==> config.mk <==
export PLATFORM = sky130hd
export DESIGN_NAME = lsg_timing_gen
export DESIGN_NICKNAME = d
export VERILOG_FILES = /design/src/rtl/lsg_pkg.sv /design/src/rtl/lsg_cfg_latch.sv /design/src/rtl/lsg_seq.sv /design/src/rtl/lsg_wave.sv /design/src/rtl/lsg_timing_gen.sv
export SDC_FILE = /design/constraint.sdc
export NUM_CORES = 1
export LEC_CHECK = 0
export ABC_CLOCK_PERIOD_IN_PS = 5250
export CELL_PAD_IN_SITES_DETAIL_PLACEMENT = 2
export CELL_PAD_IN_SITES_GLOBAL_PLACEMENT = 2
export CORE_MARGIN = 5
export CORE_UTILIZATION = 34
export DETAILED_ROUTE_END_ITERATION = 10
export PLACE_DENSITY_LB_ADDON = 0.08
export SETUP_SLACK_MARGIN = 0.02
export SLEW_MARGIN = 5
export SYNTH_ARGS = -nofsm -noshare
export SYNTH_HDL_FRONTEND = slang
export SYNTH_SLANG_ARGS = --single-unit
==> constraint.sdc <==
create_clock -name clk -period 5.25 [get_ports clk]
set_input_delay 0.525 -clock clk [delete_from_list [all_inputs] [get_ports clk]]
set_output_delay 0.525 -clock clk [all_outputs]
set_load 0.05 [all_outputs]
==> src/rtl/lsg_pkg.sv <==
package lsg_pkg;

    typedef enum logic [2:0] {
        ST_LOAD,
        ST_XFER,
        ST_GUARD,
        ST_DUMMY,
        ST_BLACK,
        ST_ACTIVE,
        ST_EOC
    } lsg_state_e;

    typedef enum logic [1:0] {
        RG_IDLE   = 2'd0,
        RG_DUMMY  = 2'd1,
        RG_BLACK  = 2'd2,
        RG_ACTIVE = 2'd3
    } lsg_region_e;

    localparam int GUARD_CYC = 2;
    localparam int DUMMY_MIN = 2;
    localparam int BLACK_MIN = 1;
    localparam int RS_MIN    = 2;

    localparam int NUM_OUT  = 4;
    localparam int OUT_PHI1 = 0;
    localparam int OUT_PHI2 = 1;
    localparam int OUT_RS   = 2;
    localparam int OUT_TR   = 3;

endpackage

==> src/rtl/lsg_cfg_latch.sv <==
// Captures the settings once per line and clamps the pixel counts.
module lsg_cfg_latch #(
    parameter int POS_W = 3,
    parameter int PX_W  = 6,
    parameter int TRW_W = 3,
    parameter int RSW_W = 2
) (
    input  logic             clk,
    input  logic             rst_n,
    input  logic             load,
    input  logic [RSW_W-1:0] rs_width_i,
    input  logic [POS_W-1:0] rs_pos_i,
    input  logic [POS_W-1:0] ref_pos_i,
    input  logic [POS_W-1:0] sig_pos_i,
    input  logic [TRW_W-1:0] tr_width_i,
    input  logic [3:0]       en_i,
    input  logic [3:0]       pol_i,
    input  logic [PX_W-1:0]  dummy_i,
    input  logic [PX_W-1:0]  black_i,
    output logic [RSW_W-1:0] rs_width_q,
    output logic [POS_W-1:0] rs_pos_q,
    output logic [POS_W-1:0] ref_pos_q,
    output logic [POS_W-1:0] sig_pos_q,
    output logic [TRW_W-1:0] tr_width_q,
    output logic [3:0]       en_q,
    output logic [3:0]       pol_q,
    output logic [PX_W-1:0]  dummy_q,
    output logic [PX_W-1:0]  black_q
);
    import lsg_pkg::*;

    logic [PX_W-1:0] dummy_cl;
    logic [PX_W-1:0] black_cl;

    always_comb begin
        dummy_cl = (dummy_i < PX_W'(DUMMY_MIN)) ? PX_W'(DUMMY_MIN) : dummy_i;
        black_cl = (black_i < PX_W'(BLACK_MIN)) ? PX_W'(BLACK_MIN) : black_i;
    end

    always_ff @(posedge clk) begin
        if (!rst_n) begin
            rs_width_q <= '0;
            rs_pos_q   <= '0;
            ref_pos_q  <= '0;
            sig_pos_q  <= '0;
            tr_width_q <= '0;
            en_q       <= '0;
            pol_q      <= '0;
            dummy_q    <= '0;
            black_q    <= '0;
        end else if (load) begin
            rs_width_q <= rs_width_i;
            rs_pos_q   <= rs_pos_i;
            ref_pos_q  <= ref_pos_i;
            sig_pos_q  <= sig_pos_i;
            tr_width_q <= tr_width_i;
            en_q       <= en_i;
            pol_q      <= pol_i;
            dummy_q    <= dummy_cl;
            black_q    <= black_cl;
        end
    end

endmodule

==> src/rtl/lsg_seq.sv <==
// Line sequencer: LOAD, XFER, GUARD, DUMMY, BLACK, ACTIVE, EOC.
module lsg_seq #(
    parameter int PIX_CLKS   = 8,
    parameter int ACTIVE_PIX = 4,
    parameter int POS_W      = 3,
    parameter int PX_W       = 6,
    parameter int TRW_W      = 3,
    parameter int CNT_W      = 8
) (
    input  logic                 clk,
    input  logic                 rst_n,
    input  logic [TRW_W-1:0]     tr_width,
    input  logic [PX_W-1:0]      dummy,
    input  logic [PX_W-1:0]      black,
    output lsg_pkg::lsg_state_e  state,
    output logic [POS_W-1:0]     ph,
    output logic [1:0]           region,
    output logic [CNT_W-1:0]     pix_count,
    output logic                 eoc,
    output logic                 load,
    output logic                 pix_on,
    output logic                 xfer
);
    import lsg_pkg::*;

    localparam int CYC_W = TRW_W + POS_W + 2;

    lsg_state_e       state_nx;
    logic [CYC_W-1:0] cyc;
    logic [CNT_W-1:0] pcnt;
    logic [CYC_W-1:0] tr_last;
    logic             last_ph;
    logic             grp_done;

    always_comb begin
        tr_last = CYC_W'((32'(tr_width) + 32'd1) * 32'(PIX_CLKS) - 32'd1);
        last_ph = (ph == POS_W'(PIX_CLKS - 1));
        grp_done = 1'b0;
        unique case (state)
            ST_DUMMY:  grp_done = last_ph && (pcnt == CNT_W'(dummy - PX_W'(DUMMY_MIN)));
            ST_BLACK:  grp_done = last_ph && (pcnt == CNT_W'(black - PX_W'(1)));
            ST_ACTIVE: grp_done = last_ph && (pcnt == CNT_W'(ACTIVE_PIX - 1));
            default:   grp_done = 1'b0;
        endcase
    end

    always_comb begin
        state_nx = state;
        unique case (state)
            ST_LOAD:   state_nx = ST_XFER;
            ST_XFER:   if (cyc == tr_last) state_nx = ST_GUARD;
            ST_GUARD:  if (cyc == CYC_W'(GUARD_CYC - 1)) state_nx = ST_DUMMY;
            ST_DUMMY:  if (grp_done) state_nx = ST_BLACK;
            ST_BLACK:  if (grp_done) state_nx = ST_ACTIVE;
            ST_ACTIVE: if (grp_done) state_nx = ST_EOC;
            ST_EOC:    state_nx = ST_LOAD;
            default:   state_nx = ST_LOAD;
        endcase
    end

    always_ff @(posedge clk) begin
        if (!rst_n) state <= ST_LOAD;
        else        state <= state_nx;
    end

    always_ff @(posedge clk) begin
        if (!rst_n) begin
            cyc  <= '0;
            ph   <= '0;
            pcnt <= '0;
        end else begin
            unique case (state)
                ST_XFER, ST_GUARD: begin
                    cyc  <= (state_nx != state) ? '0 : cyc + CYC_W'(1);
                    ph   <= '0;
                    pcnt <= '0;
                end
                ST_DUMMY, ST_BLACK, ST_ACTIVE: begin
                    ph <= last_ph ? '0 : ph + POS_W'(1);
                    if (last_ph) pcnt <= grp_done ? '0 : pcnt + CNT_W'(1);
                end
                default: begin
                    cyc  <= '0;
                    ph   <= '0;
                    pcnt <= '0;
                end
            endcase
        end
    end

    always_comb begin
        pix_on = (state == ST_DUMMY) || (state == ST_BLACK) || (state == ST_ACTIVE);
        xfer   = (state == ST_XFER);
        load   = (state == ST_LOAD);
        eoc    = (state == ST_EOC);
        unique case (state)
            ST_DUMMY:  region = RG_DUMMY;
            ST_BLACK:  region = RG_BLACK;
            ST_ACTIVE: region = RG_ACTIVE;
            default:   region = RG_IDLE;
        endcase
        pix_count = pix_on ? pcnt : '0;
    end

endmodule

==> src/rtl/lsg_wave.sv <==
// Shapes phase clocks, reset pulse, transfer pulse and sample strobes.
module lsg_wave #(
    parameter int PIX_CLKS = 8,
    parameter int POS_W    = 3,
    parameter int RSW_W    = 2
) (
    input  logic                        pix_on,
    input  logic                        xfer,
    input  logic [POS_W-1:0]            ph,
    input  logic [RSW_W-1:0]            rs_width,
    input  logic [POS_W-1:0]            rs_pos,
    input  logic [POS_W-1:0]            ref_pos,
    input  logic [POS_W-1:0]            sig_pos,
    input  logic [lsg_pkg::NUM_OUT-1:0] en,
    input  logic [lsg_pkg::NUM_OUT-1:0] pol,
    output logic [lsg_pkg::NUM_OUT-1:0] act,
    output logic [lsg_pkg::NUM_OUT-1:0] drv,
    output logic                        samp_ref,
    output logic                        samp_sig
);
    import lsg_pkg::*;

    localparam int RE_W = POS_W + RSW_W + 2;
    localparam int HALF = PIX_CLKS / 2;

    logic [RE_W-1:0] rs_end;
    logic            first_half;

    always_comb begin
        rs_end     = RE_W'(rs_pos) + RE_W'(rs_width) + RE_W'(RS_MIN);
        first_half = (ph < POS_W'(HALF));
        act[OUT_PHI1] = pix_on && first_half;
        act[OUT_PHI2] = pix_on && !first_half;
        act[OUT_RS]   = pix_on && (ph >= rs_pos) && (RE_W'(ph) < rs_end);
        act[OUT_TR]   = xfer;
        samp_ref = pix_on && (ph == ref_pos);
        samp_sig = pix_on && (ph == sig_pos);
    end

    for (genvar gi = 0; gi < NUM_OUT; gi++) begin : g_out
        assign drv[gi] = en[gi] ? (act[gi] ^ pol[gi]) : pol[gi];
    end

endmodule

==> src/rtl/lsg_timing_gen.sv <==
module lsg_timing_gen #(
    parameter int PIX_CLKS   = 8,
    parameter int ACTIVE_PIX = 4,
    parameter int CNT_W      = 8,
    parameter int POS_W      = $clog2(PIX_CLKS)
) (
    input  logic             clk,
    input  logic             rst_n,
    input  logic [1:0]       cfg_rs_width,
    input  logic [POS_W-1:0] cfg_rs_pos,
    input  logic [POS_W-1:0] cfg_ref_pos,
    input  logic [POS_W-1:0] cfg_sig_pos,
    input  logic [2:0]       cfg_tr_width,
    input  logic [3:0]       cfg_out_en,
    input  logic [3:0]       cfg_out_pol,
    input  logic [5:0]       cfg_dummy,
    input  logic [5:0]       cfg_black,
    output logic             phi1,
    output logic             phi2,
    output logic             rs,
    output logic             tr,
    output logic             samp_ref,
    output logic             samp_sig,
    output logic [1:0]       region,
    output logic [CNT_W-1:0] pix_count,
    output logic             eoc
);
    import lsg_pkg::*;

    localparam int PX_W  = 6;
    localparam int TRW_W = 3;
    localparam int RSW_W = 2;

    logic [RSW_W-1:0]   rs_width_q;
    logic [POS_W-1:0]   rs_pos_q, ref_pos_q, sig_pos_q;
    logic [TRW_W-1:0]   tr_width_q;
    logic [3:0]         en_q, pol_q;
    logic [PX_W-1:0]    dummy_q, black_q;
    lsg_state_e         state;
    logic [POS_W-1:0]   ph;
    logic               load, pix_on, xfer;
    logic [NUM_OUT-1:0] out_act, out_drv;

    lsg_cfg_latch #(.POS_W(POS_W), .PX_W(PX_W), .TRW_W(TRW_W), .RSW_W(RSW_W)) u_cfg (
        .clk(clk), .rst_n(rst_n), .load(load),
        .rs_width_i(cfg_rs_width), .rs_pos_i(cfg_rs_pos),
        .ref_pos_i(cfg_ref_pos), .sig_pos_i(cfg_sig_pos),
        .tr_width_i(cfg_tr_width), .en_i(cfg_out_en), .pol_i(cfg_out_pol),
        .dummy_i(cfg_dummy), .black_i(cfg_black),
        .rs_width_q(rs_width_q), .rs_pos_q(rs_pos_q),
        .ref_pos_q(ref_pos_q), .sig_pos_q(sig_pos_q),
        .tr_width_q(tr_width_q), .en_q(en_q), .pol_q(pol_q),
        .dummy_q(dummy_q), .black_q(black_q)
    );

    lsg_seq #(.PIX_CLKS(PIX_CLKS), .ACTIVE_PIX(ACTIVE_PIX), .POS_W(POS_W),
              .PX_W(PX_W), .TRW_W(TRW_W), .CNT_W(CNT_W)) u_seq (
        .clk(clk), .rst_n(rst_n), .tr_width(tr_width_q),
        .dummy(dummy_q), .black(black_q),
        .state(state), .ph(ph), .region(region), .pix_count(pix_count),
        .eoc(eoc), .load(load), .pix_on(pix_on), .xfer(xfer)
    );

    lsg_wave #(.PIX_CLKS(PIX_CLKS), .POS_W(POS_W), .RSW_W(RSW_W)) u_wave (
        .pix_on(pix_on), .xfer(xfer), .ph(ph),
        .rs_width(rs_width_q), .rs_pos(rs_pos_q),
        .ref_pos(ref_pos_q), .sig_pos(sig_pos_q),
        .en(en_q), .pol(pol_q),
        .act(out_act), .drv(out_drv),
        .samp_ref(samp_ref), .samp_sig(samp_sig)
    );

    assign phi1 = out_drv[OUT_PHI1];
    assign phi2 = out_drv[OUT_PHI2];
    assign rs   = out_drv[OUT_RS];
    assign tr   = out_drv[OUT_TR];

endmodule

==> summary.md, run 1 <==
| Metric | Value |
|---|---|
| Final worst slack | `roughly 1.3 ns` |
| Core area | `9640 um^2` |
| Root Buffer | `clkbuf_8` |
| Routed wire length | `around 9400 um` |
| Clock Tree Buf Depth | `2` |
| Final Non-Filler Cells | `~580` |
| Worst min-delay path category | `reg -> reg` |
| Largest area contributor in the netlist | `dfxtp_1` |
| Combinational fraction of design power | `0.160` |
| Drt drc | `0` |
| Hold Worst Slack | `around 0.48 ns` |
| # Post-CTS Setup Buffers | `0` |
| Antenna violations before repair | `0` |
| VDD IR max | `just under 0.0001 V` |
| Final net count | `between 500 and 600` |
| Final instance area | `just over 4000 um^2` |
| Largest net degree at the start of global routing | `41` |
| Reg2Reg Setup Slack | `~2.2 ns` |
| GRT overflow | `0` |
| Hpwl dp | `slightly above 7000 um` |
| Synth top area cells | `dfxtp_1 34%, nand2_1 9.0%, a21boi_0 7.7%` |
| Startpoint types | `register` |
| Sequential Power Share | `0.546` |
| Max-slew headroom | `0.550` |
| H-Tree Depth | `2` |
| Buffers on Ports | `52` |
| Commonest cells in the netlist | `80 x nand2_1, 56 x dfxtp_1, 34 x a21boi_0` |
| Antenna viol nets, final | `0` |
| Die height | `about 110 um` |
| Max-Cap Viols | `0` |
| Cells on worst reg2reg path | `8` |
| Slew Viols, Final | `0` |
| Drt wl/cell | `between 15 and 20 um` |
| CP Max Fanout | `3` |
| First-pass GRT wire length | `16200 um` |
| CP required | `4.72 ns` |
| Setup TNS | `0 ns` |
| Min Tclk post-route | `roughly 3.9 ns` |
| Crit path DAT | `3.42 ns` |
| Drt pass-1 iters | `4` |
| Worst setup EP type | `primary output` |
| Worst-path clk slew | `~0.11 ns` |
| Post-CTS Resized | `0` |
| Final Hold Fails | `0` |
| CTS tree | `yes` |
| Hold path cells | `2` |
| Placed cell count | `574` |
| Top_reg_cell synth | `dfxtp_1` |
| Pwr Density | `between 200 and 250 nW/um^2` |
| RSZ-0062 raised after global routing | `false` |
| Antenna cells | `0` |
| Synth Warn # | `0` |
| Cells after Synth | `between 400 and 500` |
| Layout area overhead | `21.3%` |
| Power, Total | `around 840 uW` |
| Status | `completed` |
| Setup Skew | `roughly 0.010 ns` |
| Number of global-route vias before repair | `about 3200` |
| Crit share post-route | `0.752` |
| Synth top area share | `0.337` |
| Hold buffers post-CTS | `0` |
| Clock sinks | `56` |
| Critical R2R Capture | `u_seq.state[1]$_SDFF_PN0_` |
| Clock Power Share | `0.294` |
| Post-synth cell types | `between 50 and 60` |
| Initial DRC count | `69` |
| Slew @ Worst Pin | `approximately 0.66 ns` |
| Fillers | `~1100` |
| Hold endpoint | `u_cfg.en_q[0]$_SDFFE_PN0P_` |
| Starting Density | `0.345` |
| Seq/Total Area, Yosys | `0.337` |
| GP Congestion | `about 0.75` |
| Synth Register Bits | `56` |
| CTS Buf Count | `5` |
| Register Area | `between 1000 and 1500 um^2` |
| Avg Vias per Cell | `5.14` |
| Placed Area | `about 3900 um^2` |
| Setup-failing EPs final | `0` |
| Die area | `between 10000 and 15000 um^2` |
| Peak Freq | `about 250 MHz` |
| Crit Reg-Reg Startpoint | `u_seq.state[2]$_SDFF_PN0_` |
| Mapped cell area | `between 3000 and 4000 um^2` |
| Ports | `53` |
| Sw Pwr | `approximately 240 uW` |
| Power Internal | `slightly above 600 uW` |
| Syn Area/Cell | `8.13 um^2` |
| Total GRT Usage | `0.171` |
| Synthesized Nets | `approximately 460` |
| Most common cell in the synthesized netlist | `nand2_1` |
| Fraction of registers with async set/reset | `0` |
| Clk_lat worst skew | `around 0.32 ns` |
| Routed vias | `2990` |
| Row cnt | `36` |
| Dpl ws | `between 1.5 and 2 ns` |
| Layout Utilization | `0.419` |
| EDFF count, synth | `0` |
| Crit path kind | `reg -> out` |
| Sw Share | `0.282` |
| Hold Path Origin | `u_cfg.en_q[0]$_SDFFE_PN0P_` |
| Share of cells above drive strength 1 | `0.0379` |
| Die W | `between 100 and 150 um` |
| Static Leak | `about 1.5 nW` |
| Area of the multi-input gates | `about 2100 um^2` |
==> layout by cell type, fill, tap and decap left out, types with 2 or more instances in the layout <==
| cell type | count |
|---|---|
| inv_1 | 15 |
| a2111oi_0 | 2 |
| or3_1 | 4 |
| nand2_1 | 80 |
| nor4b_1 | 3 |
| nor2b_1 | 2 |
| clkbuf_8 | 5 |
| o211ai_1 | 3 |
| o21a_1 | 2 |
| nor2_1 | 22 |
| a21oi_1 | 10 |
| clkdlybuf4s50_1 | 52 |
| nand4_1 | 4 |
| a211oi_1 | 2 |
| or4_1 | 2 |
| nand3b_1 | 3 |
| nand2b_1 | 8 |
| dfxtp_1 | 56 |
| nor3_1 | 8 |
| a21boi_0 | 34 |
| and2_1 | 12 |
| xor2_1 | 16 |
| o22ai_1 | 4 |
| nand3_1 | 15 |
| xnor2_1 | 17 |
| o21ai_0 | 10 |
| mux2i_1 | 4 |
| buf_4 | 3 |
| nor3b_1 | 6 |
| ha_1 | 16 |
==> cells by family after synthesis <==
| group | share of synthesized area |
|---|---|
| simple gates | 0.269 |
| xor+xnor | 0.0869 |
| compound gates | 0.180 |
| fa+ha+maj | 0.0662 |
| flops | 0.337 |
| mux | 0.0154 |
| buf+inv | 0.0451 |
==> state kept, by name (all words and copies together) (netlist names), 3 cells and up <==
signal	cells
u_cfg.pol_q	4
u_cfg.en_q	4
u_cfg.tr_width_q	3
u_cfg.sig_pos_q	3
u_seq.state	3
u_seq.cyc	8
u_cfg.ref_pos_q	3
u_cfg.rs_pos_q	3
u_cfg.dummy_q	6
u_cfg.black_q	6
u_seq.ph	3
u_seq.pcnt	8
==> layer usage <==
metal / vias to the layer above / track usage / share of wire
met5: - / 0 / 0
met4: 0 / 0.0496 / 0.015
met3: 14 / 0.0284 / 0.023
met2: 42 / 0.306 / 0.51
met1: 1452 / 0.208 / 0.45
li1: 1482 / - / -
==> critical path, cell delays in order, from the launching register on <==
cell and delay, ns:
dfxtp_1 0.35, ha_1 0.22, fa_1 0.41, xor2_1 0.16, ha_1 0.29, inv_1 0.04
ha_1 0.26, o21a_1 0.11, o21ai_0 0.14, o2111ai_1 0.13, xnor2_1 0.17, clkdlybuf4s50_1 0.82
==> area by class of cell <==
cell class,instances,share of cell area
inverter,15,0.0139
clock inverter,2,0.00403
clock buffer,6,0.0180
sequential,56,0.278
timing repair buffer,55,0.135
tap,133,0.0412
multi-input combinational,315,0.511
==> worst max-delay path by stage <==
stage                                                 from  depth (start not counted)        to  slack, ns
after global routing        u_cfg.rs_pos_q[0]$_SDFFE_PN0P_                         11        rs       1.11
after CTS                   u_cfg.rs_pos_q[0]$_SDFFE_PN0P_                         11        rs       1.25
final                       u_cfg.rs_pos_q[0]$_SDFFE_PN0P_                         11        rs       1.30
after floorplan                  u_seq.state[0]$_SDFF_PN0_                          4  samp_ref       1.34
after detailed placement    u_cfg.rs_pos_q[0]$_SDFFE_PN0P_                         11        rs       1.61
after global placement    u_cfg.rs_width_q[0]$_SDFFE_PN0P_                         11        rs       1.68
==> power groups by stage <==
stage          clock network [mW]  logic, mW  registers (mW)
3_5_place_dp                    0      0.137           0.469
5_1_grt                     0.277      0.150           0.463
3_3_place_gp                    0      0.131           0.468
6_report                    0.248      0.135           0.459
4_1_cts                     0.259      0.138           0.459
2_1_floorplan                   0     0.0864           0.461
(Power assumes the default switching activity.)
==> run 2: changes to the inputs <==
--- a/config.mk
+++ b/config.mk
@@ -5,11 +5,11 @@
 export SDC_FILE = /design/constraint.sdc
 export NUM_CORES = 1
 export LEC_CHECK = 0
-export ABC_CLOCK_PERIOD_IN_PS = 5250
+export ABC_CLOCK_PERIOD_IN_PS = 3300
 export CELL_PAD_IN_SITES_DETAIL_PLACEMENT = 2
 export CELL_PAD_IN_SITES_GLOBAL_PLACEMENT = 2
 export CORE_MARGIN = 5
-export CORE_UTILIZATION = 34
+export CORE_UTILIZATION = 29
 export DETAILED_ROUTE_END_ITERATION = 10
 export PLACE_DENSITY_LB_ADDON = 0.08
 export SETUP_SLACK_MARGIN = 0.02
==> constraint.sdc (replaced) <==
create_clock -name clk -period 3.3 [get_ports clk]
set_input_delay 0.33 -clock clk [delete_from_list [all_inputs] [get_ports clk]]
set_output_delay 0.33 -clock clk [all_outputs]
set_load 0.05 [all_outputs]
==> run 2 against run 1 <==
Total power increased by 77%; worst setup slack got worse by 1.1 ns; first-iteration DRC count fell by 25%; die area is 16% higher; worst hold slack worse by 0.012 ns; global-route usage fell by 1.7 points; sequential cell count unchanged; via count grew 1.7%; register-to-register slack got worse by 1.8 ns; cell area grew 3.2%; sequential share of layout area fell by 0.87 points; clock power grew 120%; critical path type unchanged.
==> summary.md, run 2 (synthesized netlist as in run 1, its figures left out) <==
| Metric | Value |
|---|---|
| Status | `completed` |
| Antenna viol nets, final | `0 (unchanged)` |
| Largest regs | `u_seq.cyc (8), u_seq.pcnt (8)` |
| Avg Vias per Cell | `5.11 (-0.55%)` |
| Drt drc | `0 (unchanged)` |
| Critical path origin | `u_cfg.rs_width_q[0]$_SDFFE_PN0P_` |
| Drt pass-1 iters | `4 (unchanged)` |
| CP required | `2.97 ns (-1.75 ns)` |
| CP dominant cell by count | `ha_1` |
| Crit path kind | `reg -> out` |
| Crit share post-route | `0.945` |
| Root Buffer | `clkbuf_16` |
| Clk_lat worst skew | `0.31 ns (about the same)` |
| CP Max Fanout | `2 (-1)` |
| GRT overflow | `0 (unchanged)` |
| Slew Viols, Final | `0 (unchanged)` |
| # Post-CTS Setup Buffers | `0 (unchanged)` |
| Layout Utilization | `0.368 (-0.0507)` |
| Layout area overhead | `25.2%` |
| Clock Tree Buf Depth | `2 (unchanged)` |
| Slew @ Worst Pin | `1.08 ns (+0.419 ns)` |
| Core area | `11300 um^2 (+17%)` |
| Crit Reg-Reg Startpoint | `u_seq.state[2]$_SDFF_PN0_` |
| Max-Cap Viols | `0 (unchanged)` |
| Setup Skew | `0.00977 ns (-0.000493 ns)` |
| GP Congestion | `0.774 (+3.2%)` |
| CP peak stage delay | `0.35 ns (-0.47 ns)` |
| Initial DRC count | `52 (-25%)` |
| Crit path cell chain | `ha_2 > fa_2 > xor2_1 > ha_1 > inv_1 > ha_1 > o21a_1 > o21ai_2 > o2111ai_2 > xnor2_1 > bufbuf_16` |
| Peak Freq | `around 320 MHz` |
| Antenna cells | `0 (unchanged)` |
| CTS tree | `yes` |
| Hold buffers post-CTS | `0 (unchanged)` |
| Worst-path clk slew | `0.07 ns (-0.04 ns)` |
| Ports | `53 (unchanged)` |
| Crit path DAT | `2.79 ns (-0.63 ns)` |
| Antenna violations before repair | `0 (unchanged)` |
| H-Tree Depth | `2 (unchanged)` |
| Routed vias | `3040 (+1.7%)` |
| Worst setup EP type | `primary output` |
| Largest net degree at the start of global routing | `38 (-7.3%)` |
| Clock sinks | `56 (unchanged)` |
| Static Leak | `1.54 nW (+5.1%)` |
| First-pass GRT wire length | `16400 um (+1.4%)` |
| Max-slew headroom | `0.282 (-0.268)` |
| Share of cells above drive strength 1 | `0.0575 (+0.0197)` |
| Pwr Density | `357 nW/um^2 (+72%)` |
| Buffers on Ports | `52 (unchanged)` |
| Row cnt | `39 (+8.3%)` |
| Starting Density | `0.294 (-0.0513)` |
| Number of global-route vias before repair | `3388 (+4.7%)` |
| Hold Path Origin | `u_cfg.en_q[0]$_SDFFE_PN0P_` |
| Final Non-Filler Cells | `595 (+2.2%)` |
| Die area | `13700 um^2 (+16%)` |
| Min Tclk post-route | `just over 3 ns` |
| VDD IR max | `0.000210 V (+120%)` |
| RSZ-0062 raised after global routing | `false` |
| CTS Buf Count | `5 (unchanged)` |
| Most common cell after layout, fill and taps aside | `nand2_1` |
| Worst min-delay path category | `reg -> reg` |
| Die W | `117 um (+7.5%)` |
| Final Hold Fails | `0 (unchanged)` |
| Final net count | `505 (+0.80%)` |
| Placed cell count | `588 (+2.4%)` |
| Setup-failing EPs final | `0 (unchanged)` |
| Hpwl dp | `7430 um (+5.0%)` |
| Commonest cells after routing, fill and taps aside | `80 x nand2_1, 56 x dfxtp_1, 50 x clkdlybuf4s50_1` |
| Die height | `117 um (+7.5%)` |
| Startpoint types | `register` |
| Total GRT Usage | `0.154 (-0.0167)` |
| Drt wl/cell | `16.4 um (+0.99%)` |
| Routed wire length | `9740 um (+3.2%)` |
| Crit path max-delay cell type | `fa_2` |
-- run 2: timing repair --
item,4_1_cts,5_1_grt
pin swaps,2,1
gates resized for setup,2,6
endpoints found under the setup margin,1,3
-- run 2: final cells by class --
| cell class | count | area [um^2] |
|---|---|---|
| multi-input cells | 315 | 2080 |
| clock inverters | 1 | 5.00 |
| fillers | 1307 | 7150 |
| flip-flops and latches | 56 | 1120 |
| well taps | 143 | 179 |
| inverters | 15 | 56.3 |
| repair buffers | 59 | 598 |
| clock buffers | 6 | 129 |
-- run 2: critical path, delay by kind of cell (launching register included) --
| kind | cells | cell delay [ns] |
|---|---|---|
| xor+xnor | 2 | 0.32 |
| compound gates | 3 | 0.39 |
| fa+ha+maj | 4 | 1.11 |
| flops | 1 | 0.33 |
| buf+inv | 2 | 0.34 |
-- run 2: metrics by stage --
stage	setup TNS, ns	setup slack [ns]	area (um^2)	total power [mW]	hold slack [ns]
floorplan	-0.823	-0.411	3330	0.871	0.438
global placement	0	0.462	4000	0.960	0.452
detailed placement	0	0.317	4000	0.967	0.469
CTS	0	0.0239	4150	1.52	0.479
global route	0	0.0396	4170	1.57	0.504
finish	0	0.181	4170	1.49	0.469
-- run 2: final timing paths --
path / cells past startpoint / slack [ns] / endpoint
worst max-delay path: 11 / 0.18 / rs
worst min-delay path: 2 / 0.47 / u_cfg.en_q[0]$_SDFFE_PN0P_
worst max register to register: 8 / 0.44 / u_seq.state[1]$_SDFF_PN0_
worst min register to register: 2 / 0.47 / u_cfg.en_q[0]$_SDFFE_PN0P_
-- run 2: report_power, final --
| group | internal [mW] | switching, mW |
|---|---|---|
| Clock | 0.278 | 0.261 |
| Sequential | 0.701 | 0.0273 |
| Combinational | 0.114 | 0.109 |
| Total | 1.09 | 0.397 |
-- run 2: routing by layer --
layer,up-vias,global-route usage,wire length (um)
met4,0,0.0482,137
li1,1496,-,-
met2,33,0.288,5010
met5,-,0,0
met1,1501,0.176,4320
met3,10,0.0278,267
